--- src/rtl/mcart_pkg.sv ---
// Package: shared widths and the control-byte field layout for the bank controller.
// Assumes a 16-bit CPU bus, a 14-bit picture bus and 16 KiB / 8 KiB bank windows.
package mcart_pkg;
    localparam int CPU_AW   = 16;
    localparam int PPU_AW   = 14;
    localparam int BANK_W   = 3;
    localparam int PRG_OFSW = 14;
    localparam int CHR_OFSW = 13;
    localparam int PRG_AW   = BANK_W + PRG_OFSW;
    localparam int CHR_AW   = BANK_W + CHR_OFSW;
    localparam int BANK_LSB = 2;

    // Decoded view of the control byte
    typedef struct packed {
        logic [BANK_W-1:0] bank;
        logic              horiz;
    } ctrl_t;

    // Extract decoded fields from a raw control byte
    function automatic ctrl_t decode_ctrl(input logic [7:0] raw);
        ctrl_t c;
        c.bank  = raw[BANK_LSB +: BANK_W];
        c.horiz = raw[0];
        return c;
    endfunction
endpackage

--- src/rtl/mcart_ctrl_reg.sv ---
// Module: control-byte register. It latches the CPU data byte on a write in the
// upper half of CPU space. Assumes the write strobe is sampled at the rising clock edge.
module mcart_ctrl_reg
    import mcart_pkg::*;
#(
    parameter int AW = CPU_AW
) (
    input  logic          clk,
    input  logic          rst_n,
    input  logic [AW-1:0] cpu_addr,
    input  logic [7:0]    cpu_wdata,
    input  logic          cpu_wr_n,
    output ctrl_t         ctrl
);
    logic [7:0] raw_q;
    logic       hit;

    // Address decode: the upper half of CPU space selects the register
    always_comb hit = ~cpu_wr_n & cpu_addr[AW-1];

    // Register update with synchronous active-low reset
    always_ff @(posedge clk) begin
        if (!rst_n)   raw_q <= 8'h00;
        else if (hit) raw_q <= cpu_wdata;
    end

    // Field decode of the stored byte
    always_comb ctrl = decode_ctrl(raw_q);
endmodule

--- src/rtl/mcart_prg_map.sv ---
// Module: program-side mapping. The same bank serves both 16 KiB halves of the
// upper window. Assumes only reads select the ROM.
module mcart_prg_map
    import mcart_pkg::*;
(
    input  logic [BANK_W-1:0] bank,
    input  logic [CPU_AW-1:0] cpu_addr,
    input  logic              cpu_wr_n,
    output logic [PRG_AW-1:0] prg_addr,
    output logic              prg_ce
);
    // Join bank to the in-window offset; address bit 14 is deliberately dropped
    always_comb begin
        prg_addr = {bank, cpu_addr[PRG_OFSW-1:0]};
        prg_ce   = cpu_wr_n & cpu_addr[CPU_AW-1];
    end
endmodule

--- src/rtl/mcart_chr_map.sv ---
// Module: picture-side mapping. It forms the character-ROM address and enable
// and selects the nametable A10 line. Assumes pattern space is 0x0000-0x1FFF.
module mcart_chr_map
    import mcart_pkg::*;
(
    input  logic [BANK_W-1:0] bank,
    input  logic              horiz,
    input  logic [PPU_AW-1:0] ppu_addr,
    output logic [CHR_AW-1:0] chr_addr,
    output logic              chr_ce,
    output logic              ntram_a10
);
    // Pattern address, pattern enable and mirroring mux
    always_comb begin
        chr_addr  = {bank, ppu_addr[CHR_OFSW-1:0]};
        chr_ce    = ~ppu_addr[PPU_AW-1];
        ntram_a10 = horiz ? ppu_addr[11] : ppu_addr[10];
    end
endmodule

--- src/rtl/mcart_bank_ctrl.sv ---
// Module: top of the multicart bank controller. One control byte drives the program
// bank, the character bank and the mirroring. No interrupt and no work RAM.
module mcart_bank_ctrl
    import mcart_pkg::*;
(
    input  logic              clk,
    input  logic              rst_n,
    input  logic [CPU_AW-1:0] cpu_addr,
    input  logic [7:0]        cpu_wdata,
    input  logic              cpu_wr_n,
    input  logic [PPU_AW-1:0] ppu_addr,
    output logic [PRG_AW-1:0] prg_addr,
    output logic              prg_ce,
    output logic [CHR_AW-1:0] chr_addr,
    output logic              chr_ce,
    output logic              mirror_horiz,
    output logic              ntram_a10,
    output logic              irq_n
);
    ctrl_t ctrl;

    mcart_ctrl_reg #(.AW(CPU_AW)) u_reg (
        .clk(clk), .rst_n(rst_n), .cpu_addr(cpu_addr),
        .cpu_wdata(cpu_wdata), .cpu_wr_n(cpu_wr_n), .ctrl(ctrl)
    );

    mcart_prg_map u_prg (
        .bank(ctrl.bank), .cpu_addr(cpu_addr), .cpu_wr_n(cpu_wr_n),
        .prg_addr(prg_addr), .prg_ce(prg_ce)
    );

    mcart_chr_map u_chr (
        .bank(ctrl.bank), .horiz(ctrl.horiz), .ppu_addr(ppu_addr),
        .chr_addr(chr_addr), .chr_ce(chr_ce), .ntram_a10(ntram_a10)
    );

    // Mirroring line and the permanently idle interrupt
    always_comb begin
        mirror_horiz = ctrl.horiz;
        irq_n        = 1'b1;
    end
endmodule

--- config.mk ---
export PLATFORM = sky130hd
export DESIGN_NAME = mcart_bank_ctrl
export DESIGN_NICKNAME = d
export VERILOG_FILES = /design/src/rtl/mcart_pkg.sv /design/src/rtl/mcart_ctrl_reg.sv /design/src/rtl/mcart_prg_map.sv /design/src/rtl/mcart_chr_map.sv /design/src/rtl/mcart_bank_ctrl.sv
export SDC_FILE = /design/constraint.sdc
export NUM_CORES = 1
export LEC_CHECK = 0
export CAP_MARGIN = 30
export CORE_MARGIN = 3
export CORE_UTILIZATION = 20
export CTS_CLUSTER_SIZE = 20
export DETAILED_ROUTE_END_ITERATION = 7
export PLACE_DENSITY = 0.87
export SETUP_SLACK_MARGIN = 0.15
export SYNTH_ARGS = -nofsm -noshare
export SYNTH_HDL_FRONTEND = slang
export SYNTH_SLANG_ARGS = --single-unit
--- constraint.sdc ---
create_clock -name clk -period 1.2 [get_ports clk]
set_clock_uncertainty 0.15 [all_clocks]
set_input_delay 0.3 -clock clk [delete_from_list [all_inputs] [get_ports clk]]
set_output_delay 0.3 -clock clk [all_outputs]
set_load 0.05 [all_outputs]
==> metrics, run 1 <==
status finished, violations left; failing checks setup timing; post-synthesis compound-gate area fraction 0%; Num CTS Buffers 3; DR vias/cell 3.63; Post-Synth Simple-Gate Area 10.1%; power share of the clock group 28.7%; Remaining DRCs 0; Unique masters post-synth 11; layout net count 96; CP Launch Type register; worst hold-check path type register to register; initial antenna violation count 0; switching share of power 32.1%; DP Area 606 um^2; Regs by FF count u_reg.raw_q x4; synthesized area per cell 7.83 um^2; Post-CTS Hold Buffers 0; Syn Nets 95; CP Max Fanout 2; Internal Power 388 uW; yosys warns 0; most frequent cells in the layout buf_12, nand2_1, buf_6; leading cell type in the layout, fill and taps excluded buf_12; worst hold start u_reg.raw_q[4]$_SDFFE_PN0P_; routability cong. 0.627; sequential share of power 25.8%; antenna viol nets, final 0; Clock Pin Slew Worst Setup and Hold Paths 0.04 ns; Die W 52.0 um; vias in the first global route 287; Final HPWL DP 805 um; GRT Util Overall 6.48%; DR vias 290; Synth Instances 54; global-route wire length before repair 1200 um; sw power 183 uW; I/O Buffers 22; CP Cell Sequence mux2_4, buf_12; Final Hold Viols 0; flip-flop count of the largest register after layout 4; P per Cell Area 855 mW/mm^2; # clock sinks 4; final setup margin -0.285 ns; # Max-Cap Violations 0; Crit Path Class register to output pin; Peak VDD IR 0.207 mV; cell area after synthesis 423 um^2; Slew Limit Fails 0; total iterations of the first detailed-routing run 1; total power 571 uW; # setup viols final 2; Largest Register u_reg.raw_q; Yosys reg bits 4; RSZ-0062 raised after global routing true; Post-Route WL 947 um; Worst EP required 0.75 ns; layout cells sized above 1 66.0%; Synth area leaders buf_4, dfxtp_1, mux2i_1, nand2_1, mux2_2; max incr delay on CP 0.34 ns; synthesized-area fraction occupied by adder cells 0%; Clk Latency, worst-skew pair 0.23 ns; min Tclk post-route 1.48 ns; Comb pwr share 45.5%; ANT cells 0; starting density of the core 21.3%; Crit. End Element output pin; DR WL/cell 11.8 um; Critical R2R Launch u_reg.raw_q[0]$_SDFFE_PN0P_; CP arrival 1.03 ns; multiplexer share of the synthesized area 12.1%; origin of the worst setup path u_reg.raw_q[0]$_SDFFE_PN0P_; Seq/Total Area, Yosys 18.9%; dominant cell type by area after synthesis buf_4; grt ovf 0; largest family of logic cells by synthesized area buffers and inverters; DRT iter0 DRCs 0; DIE AREA 0.00270 mm^2; Max Root-Sink Buffers 2; num ports 79; CTS tree done; cell row count 16; CTS Root Cell clkbuf_4; design area 668 um^2; top cell type's share of synthesized area 55.0%; CP max-delay cell dfxtp_4; core area 0.00198 mm^2; xor/xnor cell area share of the yosys netlist 0%; largest net degree at the start of global routing 9; chip height 52.0 um; fmax 674 MHz; Layout area overhead 58.0%; Tcrit/Tclk final 124%; H-tree lvl count 1; LEAKAGE 0.000294 uW; fillers 188; WHS 0.357 ns
-- critical path: cells and delay by family, from the launching register on --
kind	cells	cell delay, ns
DFF	1	0.34
muxes	1	0.31
buffers and inverters	1	0.15
-- what timing repair did --
item | CTS | global route
resized for setup | 27 | 4
setup buffers | 0 | 3
setup endpoints to repair | 16 | 11
pin swaps | 1 | 1
-- logic make-up after synthesis --
group,after synthesis
buffers and inverters,34
DFF,4
muxes,5
other,1
and+or+nand+nor,10
-- synth_stat cells --
cell type	instances
and2_1	1
buf_4	31
clkbuf_1	1
clkbuf_2	1
conb_1	1
dfxtp_1	4
inv_1	1
mux2_2	1
mux2i_1	4
nand2_1	8
nor2b_1	1
-- cell type report --
type	count	area [um^2]	area share, %
Timing Repair Buffer	29	407	60.9
Multi-Input combinational cell	16	106	15.9
Sequential cell	4	95.1	14.2
Tap cell	27	33.8	5.06
Clock buffer	3	22.5	3.37
Inverter	1	3.75	0.562
-- power groups by stage --
stage / clock network [uW] / registers, uW / logic, uW
finish: 164 / 147 / 260
global route: 179 / 149 / 270
CTS: 177 / 148 / 250
detailed placement: 0 / 150 / 249
global placement: 0 / 149 / 245
floorplan: 0 / 170 / 331
-- stage by stage --
stage / util [%] / TNS, ns / setup WS (ns) / std cells
2_1_floorplan: - / -0.0762 / -0.0762 / 54
3_3_place_gp: 30.6 / -2.34 / -0.404 / 74
3_5_place_dp: 30.6 / -2.58 / -0.430 / 74
4_1_cts: 31.8 / -0.429 / -0.300 / 77
5_1_grt: 33.7 / -0.566 / -0.301 / 80
6_report: 33.7 / -0.479 / -0.285 / 80
-- per-layer routing --
metal / vias up / track usage [%] / wire, um / share of wire, %
met4: 0 / 9.61 / 31 / 3.3
met3: 8 / 4.30 / 154 / 16
met2: 19 / 10.9 / 550 / 58
met5: - / 0 / 0 / 0
met1: 129 / 3.42 / 211 / 22
li1: 134 / - / - / -
-- worst paths after layout --
check / cells after the start / end / slack [ns]
min: 2 / u_reg.raw_q[4]$_SDFFE_PN0P_ / 0.36
min reg2reg: 2 / u_reg.raw_q[4]$_SDFFE_PN0P_ / 0.36
max: 2 / ntram_a10 / -0.28
max reg2reg: 5 / u_reg.raw_q[0]$_SDFFE_PN0P_ / 0.14
(Power assumes the default switching activity.)
==> inputs of run 2 (changes only) <==
CTS_CLUSTER_DIAMETER = 80   (was unset)
PLACE_DENSITY = unset   (was 0.87)
PLACE_DENSITY_LB_ADDON = 0.2   (was unset)
SETUP_SLACK_MARGIN = unset   (was 0.15)
==> run 2 against run 1 <==
Compared with the run above:
- critical endpoint unchanged
- fmax rose by 1.3%
- combinational power decreased by 7%
- die area unchanged
- first-iteration DRC count rose by 7
- non-clock buffer count shrank 3
- sequential share of layout area up 0.66 points
- the run still ends with setup timing left
==> metrics, run 2 (synthesized netlist as in run 1, its figures left out) <==
status finished, violations left; failing checks setup timing; core area 0.00198 mm^2 (unchanged); Num CTS Buffers 3 (unchanged); RSZ-0062 raised after global routing true; grt ovf 0 (unchanged); worst hold start rst_n; Worst EP required 0.75 ns (about the same); GRT Util Overall 6.01% (-0.47 points); H-tree lvl count 1 (unchanged); CP Max Fanout 2 (unchanged); design area 622 um^2 (-6.9%); CTS Root Cell clkbuf_4; num ports 79 (unchanged); Layout area overhead 47.0%; Internal Power 375 uW (-3.2%); non-filler cells, final 77 (-3.8%); global-route wire length before repair 1150 um (-4.6%); layout net count 93 (-3.1%); worst hold-check path type input pin to register; sw power 180 uW (-1.9%); LEAKAGE 0.000276 uW (-5.8%); # clock sinks 4 (unchanged); Fin Setup TNS -0.336 ns (+0.144 ns); Crit. End Element output pin; # Max-Cap Violations 0 (unchanged); DRT iter0 DRCs 7 (+7); sequential share of power 26.8% (+1.0 points); Slew Limit Fails 0 (unchanged); Critical R2R Launch u_reg.raw_q[0]$_SDFFE_PN0P_; fmax 682 MHz (+1.3%); CP arrival 1.02 ns (about the same); initial antenna violation count 0 (unchanged); Clk Latency, worst-skew pair 0.23 ns (about the same); Remaining DRCs 0 (unchanged); Largest Register u_reg.raw_q; origin of the worst setup path u_reg.raw_q[0]$_SDFFE_PN0P_; switching share of power 32.4% (+0.30 points); Inst Count DP 74 (unchanged); routability cong. 0.556 (-11%); Regs by FF count u_reg.raw_q x4; antenna viol nets, final 0 (unchanged); vias in the first global route 265 (-7.7%); Comb pwr share 43.8% (-1.7 points); CP Launch Type register; Tcrit/Tclk final 122% (-1.6 points); DP Area 594 um^2 (-1.9%); chip height 52.0 um (unchanged); layout cells sized above 1 60.0% (-6.0 points); Post-CTS Repair Setup Buffers 0 (unchanged); Max Root-Sink Buffers 2 (unchanged); WHS 0.309 ns (-0.0485 ns); Die W 52.0 um (unchanged); total iterations of the first detailed-routing run 3 (+2); Post-CTS Hold Buffers 0 (unchanged); final setup margin -0.266 ns (+0.0191 ns); ANT cells 0 (unchanged); I/O Buffers 22 (unchanged); min Tclk post-route 1.47 ns (-0.0191 ns); most frequent cells in the layout buf_12, nand2_1, mux2i_1, clkdlybuf4s50_1; P per Cell Area 893 mW/mm^2 (+4.5%); Peak VDD IR 0.249 mV (+20%); power share of the clock group 29.4% (+0.7 points); flip-flop count of the largest register after layout 4 (unchanged); Crit Path Class register to output pin; starting density of the core 21.3% (unchanged); Final HPWL DP 647 um (-20%); largest net degree at the start of global routing 9 (unchanged); Clock Pin Slew Worst Setup and Hold Paths 0.04 ns (about the same); DR vias/cell 3.38 (-6.9%); DIE AREA 0.00270 mm^2 (unchanged); Post-Route WL 768 um (-19%); cell row count 16 (unchanged); DR WL/cell 9.97 um (-16%); Final Util 31.4% (-2.3 points); leading cell type in the layout, fill and taps excluded buf_12; CTS tree done; DR vias 260 (-10%); # setup viols final 2 (unchanged); Final Hold Viols 0 (unchanged)
-- run 2: cell types whose count changed in the layout (fill, tap and decap cells not counted), sizes merged --
cell           change
dlymetal6s2s       +1
buf                -5
clkdlybuf4s15      +1
-- run 2: layout make-up --
type	count	area, um^2
sequential	4	92.6
tap	27	33.8
timing repair buffer	26	365
inverter	1	3.75
multi-input combinational	16	104
fill	207	1360
clock buffer	3	22.5
-- run 2: what timing repair did --
action | CTS | global route
resized for setup | 22 | 2
endpoints found under the hold margin | 0 | 0
endpoints found under the setup margin | 16 | 11
pin swaps | 1 | 0
-- run 2: final timing paths --
| check | to | slack, ns | cells past startpoint |
|---|---|---|---|
| hold / removal | u_reg.raw_q[4]$_SDFFE_PN0P_ | 0.31 | 3 |
| setup / recovery | ntram_a10 | -0.27 | 2 |
| hold reg to reg | u_reg.raw_q[3]$_SDFFE_PN0P_ | 0.35 | 2 |
| setup reg to reg | u_reg.raw_q[0]$_SDFFE_PN0P_ | 0.37 | 3 |
-- run 2: critical path, stage by stage, from the launching register on --
cell	delay [ns]
dfxtp_2	0.33
mux2_4	0.31
buf_12	0.15
-- run 2: layer usage --
metal / up-vias / wire length [um] / track usage (%)
li1: 124 / - / -
met4: 0 / 27 / 6.99
met3: 6 / 127 / 3.44
met5: - / 0 / 0
met1: 113 / 291 / 5.66
met2: 17 / 321 / 8.37
-- run 2: per-stage QoR --
step | power [uW] | setup slack (ns)
floorplan | 497 | -0.150
global placement | 401 | -0.400
detailed placement | 402 | -0.411
CTS | 570 | -0.280
global route | 581 | -0.290
finish | 555 | -0.266
-- run 2: power groups by stage --
stage / Sequential [uW] / Combinational [uW] / Clock (uW)
2_1_floorplan: 173 / 324 / 0
3_3_place_gp: 155 / 246 / 0
3_5_place_dp: 155 / 247 / 0
4_1_cts: 149 / 248 / 174
5_1_grt: 150 / 254 / 177
6_report: 149 / 243 / 163
